$ cat src/rtl/pmode_pkg.sv
package pmode_pkg;

   typedef enum logic [1:0] {
      PM_RUN  = 2'd0,
      PM_IDLE = 2'd1,
      PM_STOP = 2'd2,
      PM_WARM = 2'd3
   } pmode_e;

   function automatic logic pm_clocks_live(input pmode_e st);
      return (st == PM_RUN) || (st == PM_IDLE);
   endfunction

endpackage

$ cat src/rtl/pmode_sfr_decode.sv
module pmode_sfr_decode #(
   parameter int unsigned SFR_AW   = 8,
   parameter int unsigned SFR_DW   = 8,
   parameter logic [SFR_AW-1:0] CTRL_ADDR = 8'h87,
   parameter int unsigned IDLE_BIT = 0,
   parameter int unsigned STOP_BIT = 1
) (
   input  logic              accept,
   input  logic              sfr_we,
   input  logic [SFR_AW-1:0] sfr_addr,
   input  logic [SFR_DW-1:0] sfr_wdata,
   output logic              go_idle,
   output logic              go_stop
);

   generate
      if (IDLE_BIT >= SFR_DW || STOP_BIT >= SFR_DW) begin : g_bad_bit
         $error("pmode_sfr_decode: mode bit outside data width");
      end
      if (IDLE_BIT == STOP_BIT) begin : g_same_bit
         $error("pmode_sfr_decode: idle and stop bits must differ");
      end
   endgenerate

   logic hit;

   always_comb begin
      hit     = accept && sfr_we && (sfr_addr == CTRL_ADDR);
      go_stop = hit && sfr_wdata[STOP_BIT];
      go_idle = hit && sfr_wdata[IDLE_BIT] && !sfr_wdata[STOP_BIT];
   end

endmodule

$ cat src/rtl/pmode_wake.sv
module pmode_wake #(
   parameter int unsigned NUM_IRQ = 6,
   parameter logic [NUM_IRQ-1:0] ASYNC_MASK = 6'b100101,
   parameter int unsigned PF_IDX = 5,
   localparam int unsigned SRC_W = (NUM_IRQ > 1) ? $clog2(NUM_IRQ) : 1
) (
   input  logic               in_stop,
   input  logic               bandgap_en,
   input  logic [NUM_IRQ-1:0] irq_req,
   input  logic [NUM_IRQ-1:0] irq_en,
   output logic               wake_any,
   output logic [SRC_W-1:0]   wake_idx
);

   generate
      if (PF_IDX >= NUM_IRQ) begin : g_bad_pf
         $error("pmode_wake: power-fail index outside request vector");
      end
      if (ASYNC_MASK == '0) begin : g_no_async
         $error("pmode_wake: stop mode would have no wake source");
      end
   endgenerate

   logic [NUM_IRQ-1:0] stop_ok;
   logic [NUM_IRQ-1:0] eff;

   for (genvar g = 0; g < NUM_IRQ; g++) begin : g_mask
      if (ASYNC_MASK[g] && (g == PF_IDX)) begin : g_pf
         assign stop_ok[g] = bandgap_en;
      end else if (ASYNC_MASK[g]) begin : g_async
         assign stop_ok[g] = 1'b1;
      end else begin : g_clocked
         assign stop_ok[g] = 1'b0;
      end
   end

   always_comb begin
      eff      = irq_req & irq_en & (in_stop ? stop_ok : {NUM_IRQ{1'b1}});
      wake_any = |eff;
      wake_idx = '0;
      for (int i = NUM_IRQ - 1; i >= 0; i--) begin
         if (eff[i]) wake_idx = SRC_W'(i);
      end
   end

endmodule

$ cat src/rtl/pmode_rst_merge.sv
module pmode_rst_merge (
   input  logic por_rst,
   input  logic ext_rst,
   input  logic wdt_rst,
   input  logic bod_low,
   input  logic bandgap_en,
   input  logic clocks_live,
   output logic sys_rst
);

   logic wdt_ok;
   logic bod_ok;

   always_comb begin
      wdt_ok  = wdt_rst && clocks_live;
      bod_ok  = bod_low && (clocks_live || bandgap_en);
      sys_rst = por_rst || ext_rst || wdt_ok || bod_ok;
   end

endmodule

$ cat src/rtl/pmode_seq.sv
module pmode_seq
   import pmode_pkg::*;
#(
   parameter int unsigned STAB_CYCLES = 16,
   parameter int unsigned SRC_W = 3,
   localparam int unsigned CNT_W = (STAB_CYCLES > 1) ? $clog2(STAB_CYCLES) : 1
) (
   input  logic             clk,
   input  logic             por_rst,
   input  logic             sys_rst,
   input  logic             go_idle,
   input  logic             go_stop,
   input  logic             wake_any,
   input  logic [SRC_W-1:0] wake_idx,
   output pmode_e           state,
   output logic             wake_valid,
   output logic [SRC_W-1:0] wake_src
);

   generate
      if (STAB_CYCLES < 1) begin : g_bad_stab
         $error("pmode_seq: settling count must be at least one");
      end
   endgenerate

   localparam logic [CNT_W-1:0] CNT_LAST = CNT_W'(STAB_CYCLES - 1);

   logic [CNT_W-1:0] cnt_q;
   logic [SRC_W-1:0] pend_q;

   always_ff @(posedge clk or posedge por_rst) begin
      if (por_rst) begin
         state      <= PM_RUN;
         cnt_q      <= '0;
         pend_q     <= '0;
         wake_valid <= 1'b0;
         wake_src   <= '0;
      end else if (sys_rst) begin
         state      <= PM_RUN;
         cnt_q      <= '0;
         wake_valid <= 1'b0;
      end else begin
         wake_valid <= 1'b0;
         unique case (state)
            PM_RUN: begin
               if (go_stop)      state <= PM_STOP;
               else if (go_idle) state <= PM_IDLE;
            end
            PM_IDLE: begin
               if (wake_any) begin
                  state      <= PM_RUN;
                  wake_valid <= 1'b1;
                  wake_src   <= wake_idx;
               end
            end
            PM_STOP: begin
               if (wake_any) begin
                  state  <= PM_WARM;
                  cnt_q  <= '0;
                  pend_q <= wake_idx;
               end
            end
            PM_WARM: begin
               if (cnt_q == CNT_LAST) begin
                  state      <= PM_RUN;
                  wake_valid <= 1'b1;
                  wake_src   <= pend_q;
               end else begin
                  cnt_q <= cnt_q + 1'b1;
               end
            end
            default: state <= PM_RUN;
         endcase
      end
   end

endmodule

$ cat src/rtl/pmode_ctrl.sv
module pmode_ctrl
   import pmode_pkg::*;
#(
   parameter int unsigned SFR_AW = 8,
   parameter int unsigned SFR_DW = 8,
   parameter logic [SFR_AW-1:0] CTRL_ADDR = 8'h87,
   parameter int unsigned IDLE_BIT = 0,
   parameter int unsigned STOP_BIT = 1,
   parameter int unsigned NUM_IRQ = 6,
   parameter logic [NUM_IRQ-1:0] ASYNC_MASK = 6'b100101,
   parameter int unsigned PF_IDX = 5,
   parameter int unsigned STAB_CYCLES = 16,
   localparam int unsigned SRC_W = (NUM_IRQ > 1) ? $clog2(NUM_IRQ) : 1
) (
   input  logic               clk,
   input  logic               por_rst,
   input  logic               ext_rst,
   input  logic               wdt_rst,
   input  logic               bod_low,
   input  logic               bandgap_en,
   input  logic               sfr_we,
   input  logic [SFR_AW-1:0]  sfr_addr,
   input  logic [SFR_DW-1:0]  sfr_wdata,
   input  logic [NUM_IRQ-1:0] irq_req,
   input  logic [NUM_IRQ-1:0] irq_en,
   output logic               cpu_hold,
   output logic               core_clk_en,
   output logic               periph_clk_en,
   output logic               osc_en,
   output logic               wake_valid,
   output logic [SRC_W-1:0]   wake_src,
   output logic               sys_rst
);

   pmode_e           state;
   logic             go_idle;
   logic             go_stop;
   logic             wake_any;
   logic [SRC_W-1:0] wake_idx;
   logic             clocks_live;

   assign clocks_live = pm_clocks_live(state);

   pmode_sfr_decode #(
      .SFR_AW(SFR_AW), .SFR_DW(SFR_DW), .CTRL_ADDR(CTRL_ADDR),
      .IDLE_BIT(IDLE_BIT), .STOP_BIT(STOP_BIT)
   ) i_decode (
      .accept    (state == PM_RUN),
      .sfr_we    (sfr_we),
      .sfr_addr  (sfr_addr),
      .sfr_wdata (sfr_wdata),
      .go_idle   (go_idle),
      .go_stop   (go_stop)
   );

   pmode_wake #(
      .NUM_IRQ(NUM_IRQ), .ASYNC_MASK(ASYNC_MASK), .PF_IDX(PF_IDX)
   ) i_wake (
      .in_stop    (state == PM_STOP),
      .bandgap_en (bandgap_en),
      .irq_req    (irq_req),
      .irq_en     (irq_en),
      .wake_any   (wake_any),
      .wake_idx   (wake_idx)
   );

   pmode_rst_merge i_rst (
      .por_rst     (por_rst),
      .ext_rst     (ext_rst),
      .wdt_rst     (wdt_rst),
      .bod_low     (bod_low),
      .bandgap_en  (bandgap_en),
      .clocks_live (clocks_live),
      .sys_rst     (sys_rst)
   );

   pmode_seq #(
      .STAB_CYCLES(STAB_CYCLES), .SRC_W(SRC_W)
   ) i_seq (
      .clk        (clk),
      .por_rst    (por_rst),
      .sys_rst    (sys_rst),
      .go_idle    (go_idle),
      .go_stop    (go_stop),
      .wake_any   (wake_any),
      .wake_idx   (wake_idx),
      .state      (state),
      .wake_valid (wake_valid),
      .wake_src   (wake_src)
   );

   always_comb begin
      cpu_hold      = (state != PM_RUN);
      core_clk_en   = clocks_live;
      periph_clk_en = clocks_live;
      osc_en        = (state != PM_STOP);
   end

endmodule

$ cat config.mk
export PLATFORM = sky130hd
export DESIGN_NAME = pmode_ctrl
export DESIGN_NICKNAME = d
export VERILOG_FILES = /design/src/rtl/pmode_pkg.sv /design/src/rtl/pmode_sfr_decode.sv /design/src/rtl/pmode_wake.sv /design/src/rtl/pmode_rst_merge.sv /design/src/rtl/pmode_seq.sv /design/src/rtl/pmode_ctrl.sv
export SDC_FILE = /design/constraint.sdc
export NUM_CORES = 1
export LEC_CHECK = 0
export BUFFER_PORTS_ARGS = -buffer_cell sky130_fd_sc_hd__buf_2
export CAP_MARGIN = 0
export CORE_UTILIZATION = 48
export CTS_CLUSTER_SIZE = 24
export DETAILED_ROUTE_END_ITERATION = 10
export PLACE_DENSITY = 0.89
export RECOVER_POWER = 50
export SLEW_MARGIN = 20
export SYNTH_ARGS = -nofsm -noshare
export SYNTH_HDL_FRONTEND = slang
export SYNTH_SLANG_ARGS = --single-unit
$ cat constraint.sdc
create_clock -name clk -period 4.4 [get_ports clk]
set_clock_uncertainty 0.1 [all_clocks]
set_input_delay 0.44 -clock clk [delete_from_list [all_inputs] [get_ports clk]]
set_output_delay 0.44 -clock clk [all_outputs]
set_load 0.02 [all_outputs]
* After elaboration in Yosys (flattened, before gate mapping)
Index checks and enable logic that the tools add are counted.
Storage, ports and cells: logic and storage cells 69, register bits 13, output and inout port bits 9
Operators by class: add/sub/neg operators 1, bitwise gates (word level) 3, reductions and logical operators 22, muxes and demuxes 25, equality and inequality tests 13
Operators by type and width (count):
- $mux W3 | 8
- $and A6 B6 Y6 | 2
- $mux W2 | 6
- $mux W4 | 3
- $ne A3 B2 Y1 const B | 3
- $eq A8 B8 Y1 const B | 1
- $pmux W2 S4 | 1
- $pmux W4 S2 | 1
- $reduce_and A4 Y1 | 2
- $logic_and A1 B1 Y1 | 7
- $mux W6 | 1
- $pmux W3 S2 | 1
- $reduce_and A3 Y1 | 2
- $reduce_or A6 Y1 | 1
- $logic_or A1 B1 Y1 | 5
- $add A4 B1 Y4 const B | 1
- $eq A2 B2 Y1 const B | 2
- $eq A4 B4 Y1 const B | 1
- $ne A2 B1 Y1 const B | 2
- $ne A4 B4 Y1 const B | 1
- $reduce_bool A2 Y1 | 2
- $mux W1 | 3
- $ne A3 B3 Y1 const B | 1
- $reduce_bool A3 Y1 | 1
- 6 further kinds | 6

* Longest topological paths before layout
Gate-level depths: netlist (run 1).
depth in word-level cells 11, depth in mapped cells 7

* Hierarchy
A second synthesis (run 1) with hierarchy kept.
Second synthesis, totals: cell total of the unflattened synthesis 94, area, all modules 928.4 um^2
Modules (own cells, without submodules):
- pmode_seq | area an instance 719.4 um^2, cells each 59, seq. area each 325.3 um^2, instances 1
- pmode_wake | area an instance 103.8 um^2, cells each 18, seq. area each 0.0 um^2, instances 1
- pmode_sfr_decode | area an instance 51.3 um^2, cells each 7, seq. area each 0.0 um^2, instances 1
- pmode_ctrl | area an instance 36.3 um^2, cells each 6, seq. area each 0.0 um^2, instances 1
- pmode_rst_merge | area an instance 17.5 um^2, cells each 4, seq. area each 0.0 um^2, instances 1

* Worst setup path before layout (run 1)
No wires, ideal clock.
kind reg-to-reg, start point register i_seq.state[0], end point register i_seq.wake_src[1], data required time 4175 ps, clock period less this slack 1742 ps, arrival time 1517 ps, slack 2658 ps, library setup time 125 ps, stages on the path, launching flop included 7, cell sequence dfrtp_1 -> buf_2 -> nor3b_2 -> o221ai_2 -> o31ai_4 -> nor3_4 -> mux2_4
Between the ends: word-level cells in the longest chain between the ends 10, elaborated cells between the ends (all ways) 25, those cells by class 5 x eq/ne; 8 x mux; 2 x bitwise; 10 x reduce/logical
RTL lines:
- start, declared | RTL line pmode_seq.sv:15 | output pmode_e state,
- start signal, assigned | RTL line pmode_seq.sv:33 | state <= PM_RUN;
- start signal, assigned | RTL line pmode_seq.sv:39 | state <= PM_RUN;
- start signal, assigned | RTL line pmode_seq.sv:46 | if (go_stop) state <= PM_STOP;
- $eq A2 B2 Y1 | RTL line pmode_ctrl.sv:59 | .in_stop (state == PM_STOP),
- $mux W6 | RTL line pmode_wake.sv:38 | eff = irq_req & irq_en & (in_stop ? stop_ok : {NUM_IRQ{1'b1}});
- $and A6 B6 Y6 | RTL line pmode_wake.sv:38
- $mux W3 (5 in a row) | RTL line pmode_wake.sv:42 | if (eff[i]) wake_idx = SRC_W'(i);
- $mux W3 | RTL line pmode_seq.sv:50 | if (wake_any) begin
- $pmux W3 S2 | RTL line pmode_seq.sv:44 | unique case (state)
- end signal, assigned | RTL line pmode_seq.sv:53 | wake_src <= wake_idx;
- end signal, assigned | RTL line pmode_seq.sv:67 | wake_src <= pend_q;
- end, declared | RTL line pmode_seq.sv:17 | output logic [SRC_W-1:0] wake_src
Several ways; a longest one is shown, not always the timed one. The select of a mux whose other input is x is not followed. A chain may end at the register's enable or synchronous reset.

* Final worst setup path (run 1)
start point register i_seq.state[1], end point output port sys_rst
Between the ends: word-level cells in the longest chain between the ends 5, elaborated cells between the ends (all ways) 8, those cells by class 1 x eq/ne; 7 x reduce/logical
RTL lines:
- $eq A2 B1 Y1 / $logic_not A2 Y1 (equally long branches) | RTL line pmode_pkg.sv:11 | return (st == PM_RUN) || (st == PM_IDLE);
- $logic_or A1 B1 Y1 * | RTL line pmode_pkg.sv:11
- $logic_and A1 B1 Y1 / $logic_or A1 B1 Y1 (equally long branches) | RTL line pmode_rst_merge.sv:15, pmode_rst_merge.sv:16
- $logic_or A1 B1 Y1 / $logic_and A1 B1 Y1 (equally long branches) | RTL line pmode_rst_merge.sv:17, pmode_rst_merge.sv:16
- $logic_or A1 B1 Y1 * | RTL line pmode_rst_merge.sv:17 | sys_rst = por_rst || ext_rst || wdt_ok || bod_ok;
- end, declared | RTL line pmode_ctrl.sv:32 | output logic sys_rst
Every way passes the cells marked *; elsewhere a longest branch is shown, timed or not.

==> results of run 1 <==
==> power by group <==
part           internal [mW]  total, mW  switching [mW]
clock network         0.0351     0.0723          0.0371
logic                 0.0164     0.0356          0.0192
registers              0.120      0.120        0.000309
total                  0.171      0.228          0.0566
==> logic make-up (layout without fill, tap and decap cells) <==
logic type                 after synthesis  count (layout)
DFF                                     13              13
buffers and inverters                   10              49
and+or+nand+nor                         49              49
adders and majority gates                1               1
AOI/OAI and AO/OA                       23              23
muxes                                    3               3
==> layout by cell type, fill, tap and decap left out, types with 2 or more instances in the layout <==
cell type,Yosys,routed
dfrtp_1,13,13
o21ai_0,2,2
nand3_1,8,8
inv_1,8,8
nand4_1,3,3
o21a_1,2,2
o21ai_2,2,2
a21oi_1,3,3
buf_2,1,32
and3_1,2,2
clkbuf_1,0,6
nor2_1,10,10
clkbuf_4,0,3
nand2_1,16,16
mux2_4,2,2
o31ai_1,2,2
==> worst max-delay path, stage by stage (launching register included) <==
cell and delay (ps):
dfrtp_1 470, a21boi_0 170, o21ai_2 390, buf_2 250
==> metrics by stage <==
step	power, mW	setup slack (ps)	utilization [%]	hold slack, ps
2_1_floorplan	0.141	2660	-	217
6_report	0.228	2300	63.7	70.3
3_5_place_dp	0.158	2430	62.5	384
3_3_place_gp	0.157	2500	62.5	373
5_1_grt	0.238	2250	63.7	119
4_1_cts	0.232	2300	64.1	90.6
==> per-layer routing <==
layer / vias up / part of all wire, % / GRT usage [%]
met2: 55 / 50 / 35.3
met3: 2 / 6.2 / 1.20
met5: - / 0 / 0
met4: 0 / 0.69 / 11.5
li1: 447 / - / -
met1: 409 / 44 / 27.2
==> worst paths after layout <==
path / endpoint / startpoint / slack (ps)
setup / recovery: sys_rst / i_seq.state[1] / 2300
min in group clk: i_seq.state[0] / sfr_wdata[0] / 390
hold / removal: i_seq.cnt_q[1] / por_rst / 70
max in group asynchronous: i_seq.wake_src[2] / por_rst / 3800
setup reg to reg: i_seq.cnt_q[3] / i_seq.state[1] / 2500
hold reg to reg: i_seq.pend_q[1] / i_seq.pend_q[1] / 400
==> sequential cells by signal, summed over array words and instances, names as in the netlist <==
register and flops:
i_seq.state 2, i_seq.wake_src 3, i_seq.pend_q 3, i_seq.cnt_q 4, i_seq.wake_valid 1
==> final cells by class <==
class	count	area (µm²)
timing repair buffer	37	179
tap	25	31.3
sequential	13	325
multi-input combinational	76	508
fill	170	627
inverter	8	30.0
clock buffer	4	26.3
==> flow_summary.toml, run 1 <==
[clock_tree]
cts_buffers = 3
htreeDepth = 1
clock_latency_ps = 270
clock-sinks = 13
cts.reportedPaths.clkPinSlew_ps = 80
cts_buffer_depth = 2
cts-root-buf = "clkbuf_4"
tritoncts = "done"
ctsHoldBuffers = 0
cts-resized-gates = 0
cts_setup_buffers = 0

[global_route]
grt_start_max_net_pins = 14
antenna_found_initial = 0
grt-ovfl-total = 0
grt_util_all_layers_pct = 21.0
grt_pass1_wl_um = 3120
grt_pass1_vias = 762

[yosys]
synth.cell_area_um2 = 876
synth_fa_ha_area_share_pct = 1.43
synth_most_common_cell = "nand2_1"
synth-seq-area-share_pct = 37.1
postSynth.asyncResetShare_pct = 100
synth_area_leader_cell = "dfrtp_1"
synth_warnings = 0
post_synth_and_or_nand_nor_area_fraction_pct = 30.1
synth_nets = 135
synth-main-ff-cell = "dfrtp_1"
synth_edf_count = 0
synth_seq_cells = 13
synth_mux_area_share_pct = 4.57
synth_xor_area_share_pct = 0
yosysTopAreaCellShare_pct = 37.1
synth_top_family_by_area = "simple AND/OR/NAND/NOR gates"
synth_cell_types = 39
synth_top_cells_by_count = "16 x nand2_1, 13 x dfrtp_1, 10 x nor2_1"
synthCells = 99
ys_top_cells_by_area = "dfrtp_1 37%, nand2_1 6.9%, nand3_1 4.6%"
synth_compound_area_share_pct = 21.9
synth.avg_cell_area_um2 = 8.85

[drt]
dr.pass1.iters = 4
vias = 913
wl_per_cell_um = 12.4
totalWireLength_um = 2020
routed_via_density = 5.60
drtIter0Drc = 39
drc = 0
ant_nets = 0

[place]
numPortBuffers = 37
dpl_cell_area_um2 = 1080
placedCellCount = 159
gp_congestion = 0.809
dpl.hpwl_um = 1630

[worst_setup_path]
crit_type = "reg -> out"
worstPathMaxFanout = 8
startpoint_type = "register"
required_ps = 3860
arrival_ps = 1560
crit_path_end_kind = "output pin"
rr_worst_depth = 5

[flow_run]
drv_cap = 0

[sta]
maxSlewViolCount = 0
period_share_pct = 47.7
finalSetupViolCount = 0
finalSetupTns_ps = 0
finalHoldViolations = 0
period_needed_ps = 2100
rsz0062_at_grt = "false"
max_freq_mhz = 476
slew_headroom_pct = 67.9
tightest_slew_ps = 481

[min_path]
hp-class = "in -> async"

[floorplanning]
die_y_um = 44.7
die_x_um = 44.7
dieArea_um2 = 2000
coreArea_um2 = 1730
initial_utilization_pct = 50.7
row_count = 15
ios = 44

[power_and_ir_drop]
ir_drop_mv = 0.114
power_leakage_nw = 0.537
power_density_nw_per_um2 = 207

[cells_and_area]
fin_cells = 163
n_antenna_cell = 0
design_area_um2 = 1100
nets = 175
drive_above_1_share_pct = 31.9
area_growth_pct = 25.6

[outcome]
status = "finished clean"
No activity file was read; power rests on OpenSTA's default activity.
==> run 2, diff against run 1 <==
ABC_AREA = 1   (was not set)
CORE_UTILIZATION = 41   (was 48)
PLACE_DENSITY = 0.79   (was 0.89)
clock period = 1.9 ns   (was 4.4 ns; I/O delays follow)
==> run 2 against run 1 <==
Synthesized cell count grew 57%; utilization shrank 8.7 points; die area increased by 27%; clock power rose by 140%; final cell count up 39%; final area up 11%; largest cell class unchanged; highest routed layer unchanged.
==> flow_summary.toml, run 2 <==
[outcome]
status = "finished clean"

[min_path]
hp-class = "in -> reg"
hold_depth = 4

[floorplanning]
coreArea_um2 = 2210
die_x_um = 50.4
dieArea_um2 = 2540
row_count = 17
ios = 44
die_y_um = 50.4
initial_utilization_pct = 43.4

[yosys]
synth_area_leader_cell = "dfrtp_1"
synth_seq_cells = 13
synth_warnings = 0
synth_top_cells_by_count = "57 x nand2_1, 22 x inv_1, 22 x nor2_1"
synth_edf_count = 0
postSynth.asyncResetShare_pct = 100
ys_top_cells_by_area = "dfrtp_1 34%, nand2_1 22%, inv_1 8.6%"
synth_cell_types = 20
synth-main-ff-cell = "dfrtp_1"
synthCells = 155
synth_most_common_cell = "nand2_1"
synth_nets = 191
yosysTopAreaCellShare_pct = 33.9
synth.avg_cell_area_um2 = 6.20
synth-seq-area-share_pct = 33.9
synth.cell_area_um2 = 961

[sta]
period_share_pct = 91.7
hold_ws_ps = 154
period_needed_ps = 1740
finalSetupTns_ps = 0
max_freq_mhz = 574
rsz0062_at_grt = "false"
tightest_slew_ps = 666
maxSlewViolCount = 0
finalHoldViolations = 0
finalSetupViolCount = 0
slew_headroom_pct = 55.6

[global_route]
grt_util_all_layers_pct = 18.1
grt-ovfl-total = 0
grt_pass1_wl_um = 3550
grt_start_max_net_pins = 14
antenna_found_initial = 0
grt_pass1_vias = 904

[worst_setup_path]
cp-startpoint = "por_rst"
cp_slowest_cell = "dlygate4sd3_1"
critPathMaxStageDelay_ps = 530
r2r-start = "i_seq.state[0]"
crit_path_end = "i_seq.state[0]"
rr_worst_depth = 10
r2r_slack_ps = 230
path_cells = "dlygate4sd3_1 > buf_2 > inv_1 > nand2_1 > nor2_2 > nand2_2 > nor2_1 > nand3_1 > nand2_1 > inv_1 > nand3_1 > nand2_1"
required_ps = 1970
crit_path_end_kind = "register"
arrival_ps = 1820
startpoint_type = "input port"
r2r_end = "i_seq.state[0]"
worst_path_most_repeated_cell = "nand2_1"
worstPathMaxFanout = 5
crit_type = "in -> reg"

[cells_and_area]
regMostFlops = "i_seq.cnt_q"
n_antenna_cell = 0
nets = 235
mostFrequentLayoutCell = "nand2_1"
n_fill_cell = 241
multi_input_comb_area_um2 = 547
design_area_um2 = 1220
final_cell_mix = "58 x nand2_1, 33 x buf_2, 22 x inv_1, 20 x nor2_1, 15 x nand3_1"
drive_above_1_share_pct = 24.7
reg_top3 = "i_seq.cnt_q x4, i_seq.pend_q x3, i_seq.wake_src x3"
regArea_um2 = 325
fin_cells = 226
largest_register_ffs = 4
area_growth_pct = 26.7

[drt]
totalWireLength_um = 1970
vias = 1060
dr.pass1.iters = 4
drc = 0
wl_per_cell_um = 8.72
drtIter0Drc = 21
routed_via_density = 4.69
ant_nets = 0

[clock_tree]
cts_buffer_depth = 2
cts_setup_buffers = 0
htreeDepth = 1
clock-sinks = 13
clock_latency_ps = 280
cts.reportedPaths.clkPinSlew_ps = 80
cts-root-buf = "clkbuf_4"
tritoncts = "done"
cts_buffers = 3

[power_and_ir_drop]
ir_drop_mv = 0.224
p_clk_share_pct = 30.4
p_sw_share_pct = 27.8
comb_power_share_pct = 19.3
seq_power_share_pct = 50.3
p_int_mw = 0.409
power.switching_mw = 0.158
power_leakage_nw = 0.730
power_density_nw_per_um2 = 466

[place]
dpl_cell_area_um2 = 1180
gp_congestion = 0.809
numPortBuffers = 37
placedCellCount = 220
dpl.hpwl_um = 1560

[flow_run]
drv_cap = 0
run 2: power groups by stage:
stage	Combinational (mW)	Clock [mW]	Sequential, mW
floorplan	0.0572	0	0.294
global placement	0.107	0	0.290
detailed placement	0.108	0	0.291
CTS	0.110	0.174	0.285
global route	0.125	0.191	0.286
finish	0.109	0.172	0.285
run 2: critical path, delay by kind of cell:
kind,cells,cell delay [ps]
and+or+nand+nor,8,850
buffers and inverters,4,790
run 2: kinds of logic (layout without fill, tap and decap cells):
group,count (synthesis),after routing,synth area share [%]
compound gates,12,12,7.94
flops,13,13,33.9
buf+inv,25,67,10.2
fa+ha+maj,1,1,1.30
simple gates,103,104,45.8
xor+xnor,1,1,0.912
run 2: cell type report:
cell class / instances / area share, %
Inverter: 24 / 7.40
Tap cell: 28 / 2.88
Multi-Input combinational cell: 118 / 44.9
Sequential cell: 13 / 26.7
Timing Repair Buffer: 39 / 15.9
Clock buffer: 4 / 2.16
run 2: per-layer routing:
| layer | part of all wire (%) | vias up | global-route usage (%) |
|---|---|---|---|
| met2 | 42 | 39 | 29.3 |
| met3 | 6.4 | 5 | 2.73 |
| li1 | - | 566 | - |
| met4 | 1.6 | 0 | 8.33 |
| met1 | 50 | 450 | 23.5 |
| met5 | 0 | - | 0 |
run 2: worst min path at each step:
stage,start,end,slack (ps)
2_1_floorplan,por_rst,i_seq.cnt_q[0],-20
3_3_place_gp,por_rst,i_seq.cnt_q[3],170
3_5_place_dp,por_rst,i_seq.cnt_q[3],170
4_1_cts,irq_en[0],i_seq.pend_q[0],150
5_1_grt,irq_en[0],i_seq.pend_q[0],200
6_report,irq_en[0],i_seq.pend_q[0],150
run 2: timing repair:
| item | 4_1_cts | 5_1_grt |
|---|---|---|
| resized for setup | 0 | 2 |
| hold buffers | 1 | 0 |
| setup endpoints to repair | 0 | 1 |
| endpoints found under the hold margin | 13 | 0 |
run 2: stage by stage:
step	power [mW]	util, %	setup slack (ps)
detailed placement	0.399	53.4	248
floorplan	0.351	-	305
global route	0.602	55.0	12.7
CTS	0.569	55.0	145
global placement	0.397	53.4	249
finish	0.567	55.0	158
